[src/rtl/sib_pkg.sv]
package sib_pkg;
  typedef enum logic {
    SIB_CLOSED = 1'b0,
    SIB_OPEN   = 1'b1
  } sib_state_e;

  typedef struct packed {
    logic shift;
    logic capture;
    logic update;
  } sib_strobes_t;
endpackage

[src/rtl/sib_strobe_gate.sv]
module sib_strobe_gate
  import sib_pkg::*;
(
  input  logic         sel_i,
  input  logic         shift_en_i,
  input  logic         capture_en_i,
  input  logic         update_en_i,
  output sib_strobes_t strb_o
);
  always_comb begin
    strb_o.shift   = sel_i & shift_en_i;
    strb_o.capture = sel_i & capture_en_i;
    strb_o.update  = sel_i & update_en_i;
  end
endmodule

[src/rtl/sib_shift_stage.sv]
module sib_shift_stage
  import sib_pkg::*;
(
  input  logic       clk,
  input  logic       rst_n,
  input  logic       shift_i,
  input  logic       capture_i,
  input  sib_state_e state_i,
  input  logic       scan_in_i,
  input  logic       seg_so_i,
  output logic       q_o
);
  logic path_bit;

  always_comb begin
    path_bit = (state_i == SIB_OPEN) ? seg_so_i : scan_in_i;
  end

  always_ff @(posedge clk or negedge rst_n) begin
    if (!rst_n)         q_o <= 1'b0;
    else if (capture_i) q_o <= state_i;
    else if (shift_i)   q_o <= path_bit;
  end


  capture_loads_state_chk: assert property (@(posedge clk) disable iff (!rst_n)
    capture_i |=> (q_o == $past(state_i)));


  hold_without_strobe_chk: assert property (@(posedge clk) disable iff (!rst_n)
    (!capture_i && !shift_i) |=> $stable(q_o));


  open_shift_child_chk: assert property (@(posedge clk) disable iff (!rst_n)
    (shift_i && !capture_i && state_i == SIB_OPEN) |=> (q_o == $past(seg_so_i)));


  closed_shift_input_chk: assert property (@(posedge clk) disable iff (!rst_n)
    (shift_i && !capture_i && state_i == SIB_CLOSED) |=> (q_o == $past(scan_in_i)));
endmodule

[src/rtl/sib_state_reg.sv]
module sib_state_reg
  import sib_pkg::*;
(
  input  logic       clk,
  input  logic       rst_n,
  input  logic       update_i,
  input  logic       d_i,
  output sib_state_e state_o
);
  always_ff @(posedge clk or negedge rst_n) begin
    if (!rst_n)        state_o <= SIB_CLOSED;
    else if (update_i) state_o <= sib_state_e'(d_i);
  end


  state_only_on_update_chk: assert property (@(posedge clk) disable iff (!rst_n)
    !update_i |=> $stable(state_o));


  update_takes_old_bit_chk: assert property (@(posedge clk) disable iff (!rst_n)
    update_i |=> (state_o == sib_state_e'($past(d_i))));
endmodule

[src/rtl/sib_cell.sv]
module sib_cell
  import sib_pkg::*;
(
  input  logic clk,
  input  logic rst_n,
  input  logic sel_i,
  input  logic shift_en_i,
  input  logic capture_en_i,
  input  logic update_en_i,
  input  logic scan_in_i,
  output logic scan_out_o,
  output logic seg_si_o,
  input  logic seg_so_i,
  output logic seg_sel_o
);
  sib_strobes_t strb;
  sib_state_e   state;
  logic         shift_q;

  sib_strobe_gate u_gate (
    .sel_i        (sel_i),
    .shift_en_i   (shift_en_i),
    .capture_en_i (capture_en_i),
    .update_en_i  (update_en_i),
    .strb_o       (strb)
  );

  sib_shift_stage u_shift (
    .clk       (clk),
    .rst_n     (rst_n),
    .shift_i   (strb.shift),
    .capture_i (strb.capture),
    .state_i   (state),
    .scan_in_i (scan_in_i),
    .seg_so_i  (seg_so_i),
    .q_o       (shift_q)
  );

  sib_state_reg u_state (
    .clk      (clk),
    .rst_n    (rst_n),
    .update_i (strb.update),
    .d_i      (shift_q),
    .state_o  (state)
  );

  always_comb begin
    scan_out_o = shift_q;
    seg_si_o   = (state == SIB_OPEN) ? scan_in_i : 1'b0;
    seg_sel_o  = sel_i & (state == SIB_OPEN);
  end


  deselected_isolation_chk: assert property (@(posedge clk) disable iff (!rst_n)
    !sel_i |=> ($stable(scan_out_o) && $stable(state)));


  reset_closed_chk: assert property (@(posedge clk)
    !rst_n |-> (scan_out_o == 1'b0 && seg_sel_o == 1'b0 && seg_si_o == 1'b0));


  child_select_chk: assert property (@(posedge clk) disable iff (!rst_n)
    seg_sel_o |-> (sel_i && state == SIB_OPEN));
endmodule

[config.mk]
export PLATFORM = sky130hd
export DESIGN_NAME = sib_cell
export DESIGN_NICKNAME = d
export VERILOG_FILES = /design/src/rtl/sib_pkg.sv /design/src/rtl/sib_strobe_gate.sv /design/src/rtl/sib_shift_stage.sv /design/src/rtl/sib_state_reg.sv /design/src/rtl/sib_cell.sv
export SDC_FILE = /design/constraint.sdc
export NUM_CORES = 1
export LEC_CHECK = 0
export ABC_AREA = 1
export BUFFER_PORTS_ARGS = -buffer_cell sky130_fd_sc_hd__buf_4
export CAP_MARGIN = 20
export CORE_AREA = 2 2 39 41
export DETAILED_ROUTE_END_ITERATION = 10
export DIE_AREA = 0 0 41 43
export GPL_TIMING_DRIVEN = 0
export SYNTH_ARGS = -nofsm -noshare
export SYNTH_HDL_FRONTEND = slang
export SYNTH_HIERARCHICAL = 1
export SYNTH_SLANG_ARGS = --single-unit
[constraint.sdc]
create_clock -name clk -period 0.8 [get_ports clk]
set_input_delay 0.24 -clock clk [delete_from_list [all_inputs] [get_ports clk]]
set_output_delay 0.24 -clock clk [all_outputs]
set_load 0.03 [all_outputs]
# Yosys cells after proc, flatten, opt, wreduce, memory -nomap -nowiden
# Cells that the tools add are included.
[op_classes] mux=4 bitwise=4 reduce_logical=1
[op_table] op="$and 1x1->1" n=4
[op_table] op="$mux 1" n=4
[op_table] op="$reduce_bool 2->1" n=1
[totals] regBits=2 in_bits=8 out_inout_bits=3 elab_cells=11

# Logic depth before layout (Yosys ltp)
# Gate-level depths: netlist (run 1).
[logic_depth] ltp_word=3 mapped_depth=7

# Modules after synthesis
# The synthesis (run 1) kept the hierarchy.
[by_module_without_submodules] mod="sib_shift_stage" n_inst=1 cells_per_inst=12 area_per_inst_um2=67.6 seq_area_each_um2=25.0
[by_module_without_submodules] mod="sib_state_reg" n_inst=1 cells_per_inst=5 area_per_inst_um2=40.0 seq_area_each_um2=25.0
[by_module_without_submodules] mod="sib_strobe_gate" n_inst=1 cells_per_inst=6 area_per_inst_um2=22.5 seq_area_each_um2=0.0
[by_module_without_submodules] mod="sib_cell" n_inst=1 cells_per_inst=4 area_per_inst_um2=15.0 seq_area_each_um2=0.0

# Worst setup path before layout (run 1)
# OpenSTA, ideal clock, no wires.
[synth_timing] path_type="register to output" from="register u_state.state_o" to="output port seg_si_o" arrival_ns=0.622 t_required_ns=0.560 slack_ns=-0.062 path_stages_with_launch=3 n_path_buf=0 cell_sequence="dfrtp_1 > nand2_1 > inv_1"
[synth_between] elab_chain_len=1
[synth_lines] element="start: declaration" line="sib_state_reg.sv:8" source="output sib_state_e state_o"
[synth_lines] element="start signal: assignment" line="sib_state_reg.sv:12" source="else if (update_i) state_o <= sib_state_e'(d_i);"
[synth_lines] element="$mux 1" line="sib_cell.sv:49" source="seg_si_o = (state == SIB_OPEN) ? scan_in_i : 1'b0;"
[synth_lines] element="end: declaration" line="sib_cell.sv:12" source="output logic seg_si_o,"
# No other way between the ends.

# Worst setup path in the final report (run 1)
[layout_timing] from="register u_state.state_o" to="output port seg_sel_o"
[layout_between] elab_chain_len=1
[layout_lines] element="$and 1x1->1" line="sib_cell.sv:50" source="seg_sel_o = sel_i & (state == SIB_OPEN);"
[layout_lines] element="end: declaration" line="sib_cell.sv:14" source="output logic seg_sel_o"
# No other way between the ends.

==> summary.md, run 1 <==
| Metric | Value |
|---|---|
| Total Routing Usage GR | `7.01%` |
| Drt initial violations | `1` |
| Power, Total | `0.000684 W` |
| Pre-Repair DR Iteration Count | `2` |
| Worst hold slack | `0.310 ns` |
| Post-Route Utilization | `23.1%` |
| Max-Cap Viols | `0` |
| Nature of the critical path endpoint | `output port` |
| Worst slew slack as a fraction of its limit | `91.8%` |
| CTS Buf Count | `3` |
| Critical Path Source | `u_state/state_o$_DFFE_PN0P_` |
| Commonest cells after routing, fill and taps aside | `15 x nand2_1, 11 x buf_4, 7 x inv_1, 3 x clkbuf_4, 3 x buf_6` |
| Vias after detailed routing | `206` |
| Reg-to-reg endpoint | `u_shift/q_o$_DFFE_PN0P_` |
| Die outline width | `41 um` |
| Effective utilization at floorplan | `10.5%` |
| Placement-stage worst setup slack | `-0.130 ns` |
| Number of antenna violations at the first check in global routing | `0` |
| Power density relative to cell area | `2150 nW/um^2` |
| Average wire per cell in the routed design | `6.69 um` |
| Final hold vios | `0` |
| Worst r2r path cells | `7` |
| Combined area of all synthesized cells | `145 um^2` |
| Wire length after detailed routing | `415 um` |
| Count of clock tree sinks | `2` |
| Seq cells post-synth | `2` |
| Type of the most critical hold path | `input port to flop` |
| CTS tree | `done` |
| Startpoint of the worst-slack reg-to-reg timing path | `u_state/state_o$_DFFE_PN0P_` |
| Unrepaired setup endpoints after global routing | `true` |
| Area of the placeable core | `1380 um^2` |
| First-pass GRT wire length | `779 um` |
| Tightest Pin Transition | `0.123 ns` |
| Layout cells sized above 1 | `43.5%` |
| Number of cells produced by synthesis | `27` |
| Worst setup path endpoint | `seg_sel_o` |
| Die Y-Extent | `43 um` |
| Fin Clk Skew | `0.00941 ns` |
| Area added between synthesis and finish | `120%` |
| Remaining antenna violation count after routing | `0` |
| Kind of launch point of the worst setup path | `flop` |
| Sequential-to-total area share from yosys stat | `34.5%` |
| Number of primary I/O pins | `11` |
| Leakage power total | `0.205 nW` |
| Slack of the critical path | `-0.306 ns` |
| Post-placement cell count | `53` |
| Setup-violating endpoint count in the final report | `5` |
| Clock-pin slew of the registers on the worst-case setup and hold paths | `0.04 ns` |
| Req. time, crit path | `0.56 ns` |
| Net count of the mapped netlist | `35` |
| Maximum clock rate | `904 MHz` |
| Library cells used by synthesis | `4` |
| Via-per-instance ratio | `3.32` |
| Syn avg cell area | `5.38 um^2` |
| Violations in the final reports | `setup timing` |
| H-Tree Level Count | `1` |
| Worst-path maximum fanout | `3` |
| Worst R2R Setup Slack | `-0.17 ns` |
| Fraction of synthesized cell area taken by the top area cell type | `38.8%` |
| Number of warnings printed during yosys synthesis | `6` |
| Diode insertion count for antenna repair | `0` |
| Minimum clock period | `1.11 ns` |
| Crit Path Class | `flop to output port` |
| Filler-free cell count of the finished design | `62` |
| Top area cells in the synthesized netlist | `nand2_1 39%, dfrtp_1 34%, inv_1 23%, nand3_1 3.4%` |
| Number of port buffers | `10` |
| DIE AREA | `1760 um^2` |
| Clock network latency to the later pin of the worst-skew pair | `0.23 ns` |
| Number of nets in the layout | `55` |
| Total of fill cells in the finished design | `159` |
| Status | `finished with violations` |
| IR drop worst, VDD | `0.405 mV` |
| Leading cell type in the layout, fill and taps excluded | `nand2_1` |
| Final weighted congestion in routability-driven placement | `0.576` |
| Final max-slew violation count | `0` |
| Number of global-route vias before repair | `238` |
| # DRC | `0` |
| Maximum number of pins on one net before global-route repair | `5` |
| CTS Buffer Depth | `2` |
| Global-route congestion overflow total | `0` |
| Count of standard-cell rows | `14` |
| CTS Root Buffer Type | `clkbuf_4` |
| Part of the cycle the worst path needs | `138%` |
| Data arrival time of the critical path | `0.87 ns` |
| Leading area contributor after synthesis | `nand2_1` |
[layer usage]
metal / global-route usage, % / vias to the layer above / routed length [um]
met1: 5.75 / 90 / 170
met4: 6.00 / 0 / 0
met5: 0 / - / 0
li1: - / 111 / -
met2: 11.6 / 5 / 224
met3: 3.14 / 0 / 20
[sequential cells by signal (all words and copies together), names as in the netlist]
register         count
u_state/state_o      1
u_shift/q_o          1
[metrics by stage]
stage,area [um^2],TNS [ns]
floorplan,146,-0.00687
global route,319,-1.29
finish,319,-1.06
detailed placement,241,-0.264
global placement,241,-0.259
CTS,319,-1.05
[cell families after synthesis]
logic type	after synthesis	share of synthesized area, %
AND/OR/NAND/NOR	16	42.2
flip-flops	2	34.5
buffers and inverters	9	23.3
[layout make-up]
type / instances / area, um^2 / area share, %
well taps: 16 / 20.0 / 6.27
multi-input cells: 16 / 61.3 / 19.2
flip-flops and latches: 2 / 51.3 / 16.1
clock buffers: 4 / 26.3 / 8.24
repair buffers: 15 / 126 / 39.6
inverters: 9 / 33.8 / 10.6
[cell usage after synthesis]
| cell | count |
|---|---|
| inv_1 | 9 |
| nand3_1 | 1 |
| nand2_1 | 15 |
| dfrtp_1 | 2 |
[worst min path at each step]
stage | start | to | slack, ns | cells past startpoint
floorplan | rst_n | u_shift/q_o$_DFFE_PN0P_ | -0.06 | 0
global placement | rst_n | u_state/state_o$_DFFE_PN0P_ | 0.02 | 1
detailed placement | rst_n | u_state/state_o$_DFFE_PN0P_ | 0.02 | 1
CTS | seg_so_i | u_shift/q_o$_DFFE_PN0P_ | 0.30 | 5
global route | seg_so_i | u_shift/q_o$_DFFE_PN0P_ | 0.33 | 5
finish | seg_so_i | u_shift/q_o$_DFFE_PN0P_ | 0.31 | 5
[critical path, stage by stage, from the launching register on]
cell	delay (ns)
dfrtp_1	0.39
nand2_1	0.09
inv_2	0.03
buf_6	0.12
[power by group]
| part | total (W) | switching, W | internal [W] |
|---|---|---|---|
| sequential | 0.000148 | 0.0000204 | 0.000128 |
| combinational | 0.000281 | 0.000130 | 0.000151 |
| clock | 0.000255 | 0.0000692 | 0.000186 |
| total | 0.000684 | 0.000219 | 0.000465 |
[repair_timing]
action / in CTS / in global routing
hold buffers: 1 / 0
setup endpoints to repair: 3 / 5
endpoints found under the hold margin: 2 / 0
pin swaps: 2 / 0
resized for setup: 3 / 0
setup buffers: 4 / 0
(Power assumes the default switching activity.)
==> inputs of run 2 (changes only) <==
--- a/config.mk
+++ b/config.mk
@@ -12,6 +12,7 @@
 export DETAILED_ROUTE_END_ITERATION = 10
 export DIE_AREA = 0 0 41 43
 export GPL_TIMING_DRIVEN = 0
+export RECOVER_POWER = 25
 export SYNTH_ARGS = -nofsm -noshare
 export SYNTH_HDL_FRONTEND = slang
 export SYNTH_HIERARCHICAL = 1
==> run 2 against run 1 <==
Net effect:
- the run still ends with setup timing left
- core utilization down 0.27 points
- first-iteration DRC count unchanged
- fmax down 0.33%
- critical path type unchanged
==> summary.md, run 2 (synthesis results as in run 1) <==
| Metric | Value |
|---|---|
| Effective utilization at floorplan | `10.5% (unchanged)` |
| Die outline width | `41 um (unchanged)` |
| Drt initial violations | `1 (unchanged)` |
| Clock network fraction of total power | `37.4% (was 37.3%)` |
| Clock network latency to the later pin of the worst-skew pair | `0.23 ns (about the same)` |
| Number of primary I/O pins | `11 (unchanged)` |
| Setup-violating endpoint count in the final report | `5 (unchanged)` |
| First-pass GRT wire length | `779 um (unchanged)` |
| Filler-free cell count of the finished design | `62 (unchanged)` |
| Layout cells sized above 1 | `41.3% (was 43.5%)` |
| Leading cell type in the layout, fill and taps excluded | `nand2_1 (unchanged)` |
| Maximum number of pins on one net before global-route repair | `5 (unchanged)` |
| CTS tree | `done (unchanged)` |
| Worst hold slack | `0.310 ns (about the same)` |
| Pre-Repair DR Iteration Count | `2 (unchanged)` |
| Leakage power total | `0.201 nW (was 0.205 nW)` |
| Maximum single-stage delay on the critical path | `0.40 ns (was 0.39 ns)` |
| Cells along the critical path | `nand2_1 -> inv_2 -> buf_6 (unchanged)` |
| Count of clock tree sinks | `2 (unchanged)` |
| Global-route congestion overflow total | `0 (unchanged)` |
| Status | `finished with violations (unchanged)` |
| Largest registers | `u_shift/q_o: 1 flops, u_state/state_o: 1 flops (unchanged)` |
| Maximum clock rate | `901 MHz (was 904 MHz)` |
| Worst slew slack as a fraction of its limit | `91.5% (was 91.8%)` |
| Max-Cap Viols | `0 (unchanged)` |
| Switching part of the total power | `32.2% (was 32.1%)` |
| Power density relative to cell area | `2170 nW/um^2 (was 2150 nW/um^2)` |
| Total Routing Usage GR | `7.01% (unchanged)` |
| DIE AREA | `1760 um^2 (unchanged)` |
| H-Tree Level Count | `1 (unchanged)` |
| Area added between synthesis and finish | `117% (was 120%)` |
| Number of nets in the layout | `55 (unchanged)` |
| Wire length after detailed routing | `416 um (was 415 um)` |
| Switching power total | `0.000220 W (was 0.000219 W)` |
| Final hold vios | `0 (unchanged)` |
| Number of antenna violations at the first check in global routing | `0 (unchanged)` |
| # DRC | `0 (unchanged)` |
| Diode insertion count for antenna repair | `0 (unchanged)` |
| Remaining antenna violation count after routing | `0 (unchanged)` |
| Fin Clk Skew | `0.00948 ns (was 0.00941 ns)` |
| Final weighted congestion in routability-driven placement | `0.576 (unchanged)` |
| Share of total power in sequential cells | `21.8% (was 21.6%)` |
| Area of the placeable core | `1380 um^2 (unchanged)` |
| CTS Buffer Depth | `2 (unchanged)` |
| Violations in the final reports | `setup timing (unchanged)` |
| Commonest cells after routing, fill and taps aside | `15 x nand2_1, 10 x buf_4, 7 x inv_1, 3 x clkbuf_4, 3 x buf_6 (was 15 x nand2_1, 11 x buf_4, 7 x inv_1, 3 x clkbuf_4, 3 x buf_6)` |
| Average wire per cell in the routed design | `6.71 um (was 6.69 um)` |
| Kind of launch point of the worst setup path | `flop (unchanged)` |
| Slowest stage cell on the critical path | `dfrtp_1 (unchanged)` |
| Post-placement cell count | `53 (unchanged)` |
| Buffers & Inverters on Critical Path | `2 (unchanged)` |
| Worst-path maximum fanout | `3 (unchanged)` |
| Internal power summed over all cells | `0.000463 W (was 0.000465 W)` |
| IR drop worst, VDD | `0.402 mV (was 0.405 mV)` |
| Slack of the critical path | `-0.309 ns (was -0.306 ns)` |
| Tightest Pin Transition | `0.128 ns (was 0.123 ns)` |
| Req. time, crit path | `0.56 ns (about the same)` |
| Data arrival time of the critical path | `0.87 ns (about the same)` |
| Number of global-route vias before repair | `238 (unchanged)` |
| Part of the cycle the worst path needs | `139% (was 138%)` |
| Clock-pin slew of the registers on the worst-case setup and hold paths | `0.04 ns (about the same)` |
| Crit Path Class | `flop to output port (unchanged)` |
| Unrepaired setup endpoints after global routing | `true (unchanged)` |
| Die Y-Extent | `43 um (unchanged)` |
| Minimum clock period | `1.11 ns (about the same)` |
| Count of standard-cell rows | `14 (unchanged)` |
| CTS Root Buffer Type | `clkbuf_4 (unchanged)` |
| Placement-stage worst setup slack | `-0.130 ns (unchanged)` |
| Final max-slew violation count | `0 (unchanged)` |
| Vias after detailed routing | `207 (was 206)` |
| Relative contribution of combinational cells to total power | `40.9% (was 41.1%)` |
| Type of the most critical hold path | `input port to flop (unchanged)` |
| Setup_tns | `-1.07 ns (was -1.06 ns)` |
| Delay-heaviest family, CP | `flip-flops (unchanged)` |
| Number of port buffers | `10 (unchanged)` |
| Post-Route Utilization | `22.8% (was 23.1%)` |
| Via-per-instance ratio | `3.34 (was 3.32)` |
| CTS Buf Count | `3 (unchanged)` |
| Nature of the critical path endpoint | `output port (unchanged)` |
-- run 2: changes by cell type in the layout (fill, tap and decap cells not counted) --
cell,change
buf_4,-1
clkbuf_1,+1
-- run 2: worst min-delay path, stage by stage --
cell and delay, ns:
buf_4 0.08, nand2_1 0.04, nand2_1 0.05, nand2_1 0.04, nand2_1 0.06
-- run 2: metal layers --
layer | part of all wire, % | GRT usage, %
met2 | 54 | 11.6
met3 | 4.8 | 3.14
met1 | 41 | 5.75
met4 | 0 | 6.00
met5 | 0 | 0
-- run 2: final timing paths --
path / startpoint / depth (start not counted) / to / slack (ns)
worst max-delay path: u_state/state_o$_DFFE_PN0P_ / 3 / seg_sel_o / -0.31
worst max register to register: u_state/state_o$_DFFE_PN0P_ / 7 / u_shift/q_o$_DFFE_PN0P_ / -0.18
worst min-delay path: seg_so_i / 5 / u_shift/q_o$_DFFE_PN0P_ / 0.31
min in group asynchronous: rst_n / 2 / u_shift/q_o$_DFFE_PN0P_ / 0.34
worst min register to register: u_shift/q_o$_DFFE_PN0P_ / 3 / u_state/state_o$_DFFE_PN0P_ / 0.61
max in group asynchronous: rst_n / 2 / u_shift/q_o$_DFFE_PN0P_ / 0.33
-- run 2: layout make-up --
| type | count | area (um^2) |
|---|---|---|
| tap | 16 | 20.0 |
| fill | 158 | 1070 |
| sequential | 2 | 51.3 |
| multi-input combinational | 16 | 61.3 |
| clock buffer | 4 | 26.3 |
| timing repair buffer | 15 | 123 |
| inverter | 9 | 33.8 |
-- run 2: metrics by stage --
step	total power [W]	cell area, um^2
after floorplan	0.000256	146
after global placement	0.000336	241
after detailed placement	0.000337	241
after CTS	0.000690	319
after global routing	0.000747	315
final	0.000683	315
-- run 2: power groups by stage --
stage / logic (W) / registers [W] / clock network [W]
finish: 0.000279 / 0.000149 / 0.000255
global route: 0.000310 / 0.000151 / 0.000286
CTS: 0.000282 / 0.000146 / 0.000262
detailed placement: 0.000182 / 0.000155 / 0
global placement: 0.000181 / 0.000155 / 0
floorplan: 0.0000836 / 0.000172 / 0
-- run 2: what timing repair did --
action                                 CTS  global route
setup endpoints to repair                3             5
endpoints found under the hold margin    2             0
gates resized for setup                  3             0
pin swaps                                2             0
hold buffers                             1             0
buffers inserted                         4             0
